### src/rtl/spc_pkg.sv
package spc_pkg;

    localparam int          INSN_W     = 32;
    localparam logic [5:0]  STREAM_OPC = 6'b011011;
    localparam int          OPC_HI     = 31;
    localparam int          OPC_LO     = 26;
    localparam int          PUT_BIT    = 15;
    localparam int          NB_BIT     = 14;
    localparam int          CTRL_BIT   = 13;

    typedef enum logic [1:0] {
        S_IDLE = 2'd0,
        S_GET  = 2'd1,
        S_PUT  = 2'd2
    } state_e;

    typedef struct packed {
        logic put;
        logic nb;
        logic ctrl;
    } op_flags_t;

endpackage

### src/rtl/spc_decode.sv
module spc_decode
    import spc_pkg::*;
#(
    parameter int LINK_W = 2
) (
    input  logic [INSN_W-1:0] insn,
    output logic              legal,
    output op_flags_t         flags,
    output logic [LINK_W-1:0] link
);

    // Fields that play no part in the transfer itself.
    logic unused_fields;

    assign legal         = (insn[OPC_HI:OPC_LO] == STREAM_OPC);
    assign flags.put     = insn[PUT_BIT];
    assign flags.nb      = insn[NB_BIT];
    assign flags.ctrl    = insn[CTRL_BIT];
    assign link          = insn[LINK_W-1:0];
    assign unused_fields = ^{insn[OPC_LO-1:PUT_BIT+1], insn[CTRL_BIT-1:LINK_W]};

endmodule

### src/rtl/spc_link_mux.sv
module spc_link_mux #(
    parameter int NUM_LINKS = 4,
    parameter int DATA_W    = 32,
    parameter int LINK_W    = 2
) (
    input  logic [LINK_W-1:0]           sel,
    input  logic [NUM_LINKS-1:0]        in_valid,
    input  logic [NUM_LINKS*DATA_W-1:0] in_data,
    input  logic [NUM_LINKS-1:0]        in_tag,
    input  logic [NUM_LINKS-1:0]        out_ready,
    input  logic                        get_take,
    input  logic                        put_offer,
    output logic                        sel_valid,
    output logic [DATA_W-1:0]           sel_data,
    output logic                        sel_tag,
    output logic                        sel_ready,
    output logic [NUM_LINKS-1:0]        in_ready,
    output logic [NUM_LINKS-1:0]        out_valid
);

    logic [NUM_LINKS-1:0] hit;
    logic [DATA_W-1:0]    word_arr [NUM_LINKS];

    for (genvar g = 0; g < NUM_LINKS; g++) begin : g_link
        assign hit[g]       = (sel == LINK_W'(g));
        assign word_arr[g]  = in_data[g*DATA_W +: DATA_W];
        assign in_ready[g]  = get_take  && hit[g];
        assign out_valid[g] = put_offer && hit[g];
    end

    assign sel_valid = |(in_valid  & hit);
    assign sel_tag   = |(in_tag    & hit);
    assign sel_ready = |(out_ready & hit);
    assign sel_data  = word_arr[sel];

endmodule

### src/rtl/spc_flags.sv
module spc_flags (
    input  logic clk,
    input  logic rst_n,
    input  logic carry_we,
    input  logic carry_in,
    input  logic err_set,
    input  logic err_clr,
    output logic carry,
    output logic serr
);

    always_ff @(posedge clk) begin
        if (!rst_n) begin
            carry <= 1'b0;
            serr  <= 1'b0;
        end else begin
            if (carry_we) begin
                carry <= carry_in;
            end
            // A fresh error takes priority over a clear in the same cycle.
            if (err_set) begin
                serr <= 1'b1;
            end else if (err_clr) begin
                serr <= 1'b0;
            end
        end
    end

endmodule

### src/rtl/strm_port_ctrl.sv
module strm_port_ctrl
    import spc_pkg::*;
#(
    parameter int NUM_LINKS = 4,
    parameter int DATA_W    = 32
) (
    input  logic                        clk,
    input  logic                        rst_n,
    input  logic                        op_valid,
    input  logic [31:0]                 op_insn,
    input  logic [DATA_W-1:0]           op_wdata,
    input  logic                        err_clr,
    input  logic [NUM_LINKS-1:0]        in_valid,
    input  logic [NUM_LINKS*DATA_W-1:0] in_data,
    input  logic [NUM_LINKS-1:0]        in_tag,
    output logic [NUM_LINKS-1:0]        in_ready,
    output logic [NUM_LINKS-1:0]        out_valid,
    output logic [DATA_W-1:0]           out_data,
    output logic                        out_tag,
    input  logic [NUM_LINKS-1:0]        out_ready,
    output logic [DATA_W-1:0]           rd_data,
    output logic                        rd_we,
    output logic                        stall,
    output logic                        done,
    output logic                        carry,
    output logic                        serr
);

    localparam int LINK_W = (NUM_LINKS > 1) ? $clog2(NUM_LINKS) : 1;

    state_e            state_q, state_d;
    op_flags_t         dec_flags, flags_q;
    logic [LINK_W-1:0] dec_link, link_q;
    logic [DATA_W-1:0] wdata_q;
    logic              dec_legal;
    logic              accept;

    logic              sel_valid, sel_tag, sel_ready;
    logic [DATA_W-1:0] sel_data;
    logic              get_take, put_offer;
    logic              carry_we, carry_in, err_set;

    spc_decode #(.LINK_W(LINK_W)) u_decode (
        .insn  (op_insn),
        .legal (dec_legal),
        .flags (dec_flags),
        .link  (dec_link)
    );

    spc_link_mux #(
        .NUM_LINKS (NUM_LINKS),
        .DATA_W    (DATA_W),
        .LINK_W    (LINK_W)
    ) u_mux (
        .sel       (link_q),
        .in_valid  (in_valid),
        .in_data   (in_data),
        .in_tag    (in_tag),
        .out_ready (out_ready),
        .get_take  (get_take),
        .put_offer (put_offer),
        .sel_valid (sel_valid),
        .sel_data  (sel_data),
        .sel_tag   (sel_tag),
        .sel_ready (sel_ready),
        .in_ready  (in_ready),
        .out_valid (out_valid)
    );

    spc_flags u_flags (
        .clk      (clk),
        .rst_n    (rst_n),
        .carry_we (carry_we),
        .carry_in (carry_in),
        .err_set  (err_set),
        .err_clr  (err_clr),
        .carry    (carry),
        .serr     (serr)
    );

    assign accept = op_valid && dec_legal && (state_q == S_IDLE);

    // State register and the operation captured on acceptance.
    always_ff @(posedge clk) begin
        if (!rst_n) begin
            state_q <= S_IDLE;
            flags_q <= '0;
            link_q  <= '0;
            wdata_q <= '0;
        end else begin
            state_q <= state_d;
            if (accept) begin
                flags_q <= dec_flags;
                link_q  <= dec_link;
                wdata_q <= op_wdata;
            end
        end
    end

    // Outputs and next state.
    always_comb begin
        state_d   = state_q;
        get_take  = 1'b0;
        put_offer = 1'b0;
        rd_we     = 1'b0;
        done      = 1'b0;
        stall     = 1'b0;
        carry_we  = 1'b0;
        carry_in  = 1'b0;
        err_set   = 1'b0;
        unique case (state_q)
            S_IDLE: begin
                if (accept) begin
                    state_d = dec_flags.put ? S_PUT : S_GET;
                end
            end
            S_GET: begin
                if (sel_valid) begin
                    get_take = 1'b1;
                    rd_we    = 1'b1;
                    done     = 1'b1;
                    carry_we = flags_q.nb;
                    carry_in = 1'b0;
                    err_set  = (sel_tag != flags_q.ctrl);
                    state_d  = S_IDLE;
                end else if (flags_q.nb) begin
                    done     = 1'b1;
                    carry_we = 1'b1;
                    carry_in = 1'b1;
                    state_d  = S_IDLE;
                end else begin
                    stall    = 1'b1;
                end
            end
            S_PUT: begin
                put_offer = 1'b1;
                if (sel_ready) begin
                    done     = 1'b1;
                    carry_we = flags_q.nb;
                    carry_in = 1'b0;
                    state_d  = S_IDLE;
                end else if (flags_q.nb) begin
                    done     = 1'b1;
                    carry_we = 1'b1;
                    carry_in = 1'b1;
                    state_d  = S_IDLE;
                end else begin
                    stall    = 1'b1;
                end
            end
            default: begin
                state_d = S_IDLE;
            end
        endcase
    end

    assign rd_data  = sel_data;
    assign out_data = wdata_q;
    assign out_tag  = put_offer && flags_q.ctrl;

endmodule

### config.mk
export PLATFORM = sky130hd
export DESIGN_NAME = strm_port_ctrl
export DESIGN_NICKNAME = d
export VERILOG_FILES = /design/src/rtl/spc_pkg.sv /design/src/rtl/spc_decode.sv /design/src/rtl/spc_link_mux.sv /design/src/rtl/spc_flags.sv /design/src/rtl/strm_port_ctrl.sv
export SDC_FILE = /design/constraint.sdc
export NUM_CORES = 1
export LEC_CHECK = 0
export BUFFER_PORTS_ARGS = -buffer_cell sky130_fd_sc_hd__buf_2
export CORE_AREA = 3 3 109 111
export DETAILED_ROUTE_END_ITERATION = 6
export DIE_AREA = 0 0 112 114
export SKIP_CTS_REPAIR_TIMING = 1
export SLEW_MARGIN = 20
export SYNTH_ARGS = -nofsm -noshare
export SYNTH_HDL_FRONTEND = slang
export SYNTH_HIERARCHICAL = 1
export SYNTH_SLANG_ARGS = --single-unit
### constraint.sdc
create_clock -name clk -period 2.2 [get_ports clk]
set_clock_uncertainty 0.05 [all_clocks]
set_input_delay 0.66 -clock clk [delete_from_list [all_inputs] [get_ports clk]]
set_output_delay 0.66 -clock clk [all_outputs]
set_load 0.01 [all_outputs]
# Word-level counts from Yosys, hierarchy flattened
# Cells that the tools add are included.
classes:
  add_sub_neg: 0
  n_mul: 0
  div: 0
  n_lt_le_gt_ge: 1
  n_eq_ne: 8
  shifts: 0
  n_mux: 30
  bitwise: 4
  n_reduce_logical: 17
ops:
  columns: ["operator", "n"]
  rows:
  - ["32-bit binary-select mux with 2-bit select", 1]
  - ["32-bit two-way mux", 2]
  - ["1-bit two-way mux", 17]
  - ["4-bit AND", 3]
  - ["4-bit OR reduction", 3]
  - ["1-bit logical AND", 11]
  - ["2-bit two-way mux", 5]
  - ["1-bit one-hot mux with 2 select lines", 4]
  - ["2-bit equality test, second input constant", 3]
  - ["6-bit by 5-bit equality test with 1-bit output, second input constant", 1]
  - ["2-bit one-hot mux with 3 select lines", 1]
  - ["2-bit by 1-bit equality test with 1-bit output, second input constant", 2]
  - ["2-bit zero test", 2]
  - ["3-bit >= comparator, second input constant", 1]
  - ["2-bit NOT with 3-bit output", 1]
  - ["2-bit != test, second input constant", 1]
  - ["2-bit nonzero test", 1]
  - ["1-bit != test", 1]
totals:
  ff_bits: 40
  latchBits: 0
  ramBits: 0
  mem_bits_ro: 0
  input_bits: 208
  out_inout_bits: 78
  elab_cells: 67
  mem_count: 0

# Depth between registers and ports, before layout
depth:
  word_depth: 7
  depth_mapped: 7
  ltp_nobuf: 6

# By module
# The synthesis kept the hierarchy.
by_module_without_submodules:
  columns: ["mod", "n_inst", "cells_each", "area_per_inst_um2", "seq_area_each_um2"]
  rows:
  - ["strm_port_ctrl", 1, 190, 1744.2, 760.7]
  - ["spc_link_mux", 1, 53, 964.7, 0.0]
  - ["spc_flags", 1, 6, 70.1, 40.0]
  - ["spc_decode", 1, 7, 53.8, 0.0]

# Worst setup path before layout
# Ideal clock, no wire load.
synth_path:
  kind: "input -> output"
  start: "input port in_valid[1]"
  end: "output port stall"
  arrival_ns: 1.780
  required_ns: 1.490
  path_slack_ns: -0.290
  stages: 4
  n_path_buf: 0
  cell_sequence: "mux4_1 > nor2b_1 > nor2_1 > nor3b_1"
synth_via:
  elab_chain_len: 4
synth_rtl:
  columns: ["item", "line_no", "source"]
  rows:
  - ["from (decl)", "strm_port_ctrl.sv:13", "input logic [NUM_LINKS-1:0] in_valid,"]
  - ["4-bit AND", "spc_link_mux.sv:31", "assign sel_valid = |(in_valid & hit);"]
  - ["4-bit OR reduction", "spc_link_mux.sv:31", null]
  - ["1-bit two-way mux", "strm_port_ctrl.sv:118", "if (sel_valid) begin"]
  - ["1-bit one-hot mux with 2 select lines", "strm_port_ctrl.sv:111", "unique case (state_q)"]
  - ["to (decl)", "strm_port_ctrl.sv:23", "output logic stall,"]
# Every way passes these cells.

# Worst setup path after layout
layout_path:
  start: "register link_q[0]"
  end: "output port in_ready[2]"
layout_via:
  elab_chain_len: 6
  elab_cells_between_ends: 9
  classes_between: "3 x eq/ne; 2 x mux; 1 x bitwise; 3 x reduce/logical"
layout_rtl:
  columns: ["item", "line_no", "source"]
  rows:
  - ["from (decl)", "strm_port_ctrl.sv:33", "logic [LINK_W-1:0] dec_link, link_q;"]
  - ["from (signal assigned)", "strm_port_ctrl.sv:94", "link_q <= dec_link;"]
  - ["2-bit by 1-bit equality test with 1-bit output, or another cell as far along", "spc_link_mux.sv:25", "assign hit[g] = (sel == LINK_W'(g));"]
  - ["4-bit AND *", "spc_link_mux.sv:31", null]
  - ["4-bit OR reduction *", "spc_link_mux.sv:31", null]
  - ["named net sel_valid", "strm_port_ctrl.sv:38", "logic sel_valid, sel_tag, sel_ready;"]
  - ["1-bit two-way mux *", "strm_port_ctrl.sv:118", null]
  - ["1-bit two-way mux *", "strm_port_ctrl.sv:111", null]
  - ["1-bit logical AND *", "spc_link_mux.sv:27", "assign in_ready[g] = get_take && hit[g];"]
  - ["to (decl)", "strm_port_ctrl.sv:16", "output logic [NUM_LINKS-1:0] in_ready,"]
# Mark *: on every way through the listed nets, which the timed path passes. The rest lies on a longest branch.

==> metrics.md <==
| Metric | Value |
|---|---|
| Sequential power share | `43.9%` |
| Post-synth top cells | `nand2_1, dfxtp_1, mux4_2` |
| Ys flop type | `dfxtp_1` |
| Cell Area, Synth | `2830 sq um` |
| Switching Share | `23.0%` |
| Nets | `736` |
| Fin crit share | `116%` |
| Initial antenna violation count | `2` |
| PnR worst setup slack | `-0.342 ns` |
| Routability Congestion | `0.911` |
| Critical path data required time | `1.49 ns` |
| Pwr/cell area | `365 nW/um^2` |
| Crit path to | `in_ready[2]` |
| Detailed-route via count | `3076` |
| Main combinational cell family by area after synthesis | `multiplexers` |
| Post-synth ARST share | `0%` |
| Total Routing Usage GR | `17.3%` |
| Combinational share of power | `20.3%` |
| Simple-Gate Fraction of Synth Area | `16.3%` |
| Maxcap violations | `0` |
| Die W | `112 microns` |
| Placed cell area | `4280 sq um` |
| Num CTS Buffers | `5` |
| Multiplexer area fraction after synthesis | `28.4%` |
| Placed cells | `650` |
| Worst R2R End | `u_flags/serr` |
| CTS Sinks | `40` |
| Top cells by area, synth | `dfxtp_1, mux4_2, a21boi_2, nand2_1, ha_1` |
| Number of synthesized register bits | `40` |
| CTS H-Tree Depth | `2` |
| Routed length per instance | `17.9 microns` |
| Internal power | `1270 uW` |
| Max Clk Rate | `393 MHz` |
| DRC | `0` |
| Final std cell area, no fill | `4530 sq um` |
| CTS clk-pin slew, worst paths | `0.07 ns` |
| Synth top area share | `28.3%` |
| Maximum clock path buffer count | `2` |
| Slew Viols, Final | `0` |
| CP arrival | `1.83 ns` |
| Syn Nets | `469` |
| CP endpoint kind | `output port` |
| EDFF count, synth | `0` |
| HPWL Detailed | `10200 microns` |
| Failing checks | `setup timing` |
| Fill cells | `1109` |
| Layout area overhead | `59.8%` |
| DRT iter0 DRCs | `136` |
| Slew @ Worst Pin | `0.322 ns` |
| Rows | `38` |
| Share of cells above drive strength 1 | `70.4%` |
| Synth Area per Inst | `11.1 sq um` |
| Clock share of power | `35.8%` |
| FF-to-FF Start | `link_q[0]` |
| Reg2reg path depth | `7` |
| Distinct cells, synth | `30` |
| HP Class | `register to register` |
| VDD IR max | `360 uV` |
| Die area | `12800 sq um` |
| Final wirelength | `12000 microns` |
| Rel. slew slack | `78.5%` |
| Yosys warning count | `6` |
| Vias in the first global route | `3137` |
| Starting Density | `26.0%` |
| Setup TNS | `-8.07 ns` |
| Post-synthesis cell count | `256` |
| Final Hold Viols | `0` |
| Lkg Pwr | `0.00214 uW` |
| Pin count of the biggest net entering global routing | `37` |
| Final setup violation count | `41` |
| PortBufs | `264` |
| Synth Area in Compound Gates | `15.9%` |
| Sequential element share of the synthesized area | `28.3%` |
| Reg2reg setup slack | `0.28 ns` |
| Insertion delay to the later sink of the worst-skew pair | `0.29 ns` |
| Minimum clock period | `2.54 ns` |
| Layout Cells excl Fill | `666` |
| Most common cell in the netlist | `nand2_1` |
| Worst-path maximum fanout | `5` |
| Area leader, netlist | `dfxtp_1` |
| Die height | `114 microns` |
| XOR/XNOR share of the synthesized area | `0.309%` |
| Drt first pass iters | `4` |
| # IOs | `286` |
| Worst hold stages | `2` |
| CP Launch Point | `link_q[0]` |
| Fin Hold WS | `0.411 ns` |
| Adder-Cell Fraction of Synth Area | `2.21%` |
| Area of the multi-input gates | `1820 sq um` |
| Setup CP Type | `register to output port` |
| RSZ-0062 raised after global routing | `yes` |
| CP Launch Type | `register` |
| Antenna viol nets, final | `0` |
| Core ar. | `10900 sq um` |
| Status | `finished, violations left` |
| FF/Latch Area | `806 sq um` |
| CTS tree | `done` |
| Pre-CTS WS | `-0.381 ns` |
| Via density | `4.62` |
| First-pass GRT wire length | `17300 microns` |
| Root Buffer Master | `clkbuf_8` |
| Grt total ovfl | `0` |
| Worst hold path startpoint | `out_data[1]` |
| Sw Pwr | `380 uW` |
## kinds of logic after synthesis
logic type / count (synthesis)
flip-flops: 40
buffers and inverters: 29
AND/OR/NAND/NOR: 101
multiplexers: 36
AO/OA/AOI/OAI: 44
adder cells (fa/ha/maj): 5
XOR/XNOR: 1
## worst min path at each step
| stage | slack (ns) | to |
|---|---|---|
| 3_3_place_gp | 0.40 | out_data[9] |
| 3_5_place_dp | 0.40 | out_data[1] |
| 2_1_floorplan | 0.40 | link_q[1] |
| 4_1_cts | 0.41 | out_data[1] |
| 6_report | 0.41 | out_data[1] |
| 5_1_grt | 0.42 | out_data[1] |
## cell type report
class	instances	area share [%]
multi-input combinational	187	40.3
clock buffer	6	1.60
inverter	3	0.249
timing repair buffer	286	35.3
antenna	2	0.111
tap	140	3.87
sequential	40	17.8
clock inverter	2	0.774
## routing by layer
| metal | global-route usage (%) | vias to the layer above | share of wire, % |
|---|---|---|---|
| li1 | - | 1452 | - |
| met1 | 18.0 | 1451 | 34 |
| met2 | 34.6 | 156 | 56 |
| met3 | 4.19 | 17 | 7.9 |
| met4 | 4.49 | 0 | 2.3 |
| met5 | 0 | - | 0 |
## power by group through the flow
stage / registers [uW] / clock network, uW / logic (uW)
after floorplan: 746 / 0 / 118
final: 727 / 591 / 336
after detailed placement: 745 / 0 / 330
after CTS: 728 / 613 / 331
after global routing: 727 / 645 / 363
after global placement: 745 / 0 / 322
## worst max-delay path, cell delays in order (launching register included)
cell     delay [ns]
dfxtp_4        0.38
buf_12         0.11
mux4_2         0.55
and2_4         0.21
and3b_1        0.17
buf_2          0.13
## state kept, by name, indices dropped and copies added (netlist names)
| register | cells |
|---|---|
| out_data | 32 |
| u_flags/serr | 1 |
| u_flags/carry | 1 |
| link_q | 2 |
| flags_q | 2 |
| state_q | 2 |
## per-stage QoR
step / utilization, % / power, uW
after floorplan: - / 864
after detailed placement: 39.3 / 1080
after global routing: 41.6 / 1740
after CTS: 40.3 / 1670
final: 41.6 / 1650
after global placement: 39.3 / 1070
## layout by cell type (no fill, tap or decap), types with 2 or more instances in the layout
cell	netlist	layout
a21boi_0	6	6
a21boi_2	30	30
a221o_1	2	2
and2_1	4	3
and3_1	3	3
and3b_1	4	4
buf_12	3	4
buf_2	8	258
buf_4	5	14
buf_6	3	8
buf_8	3	2
clkbuf_8	0	5
dfxtp_1	40	38
diode_2	0	2
ha_1	5	5
inv_1	3	3
mux4_2	33	34
nand2_1	74	74
nor2_1	3	2
nor2b_1	5	2
nor2b_2	0	2
nor3b_2	0	2
o211a_1	2	2
o21a_1	3	3
(Power assumes the default switching activity.)
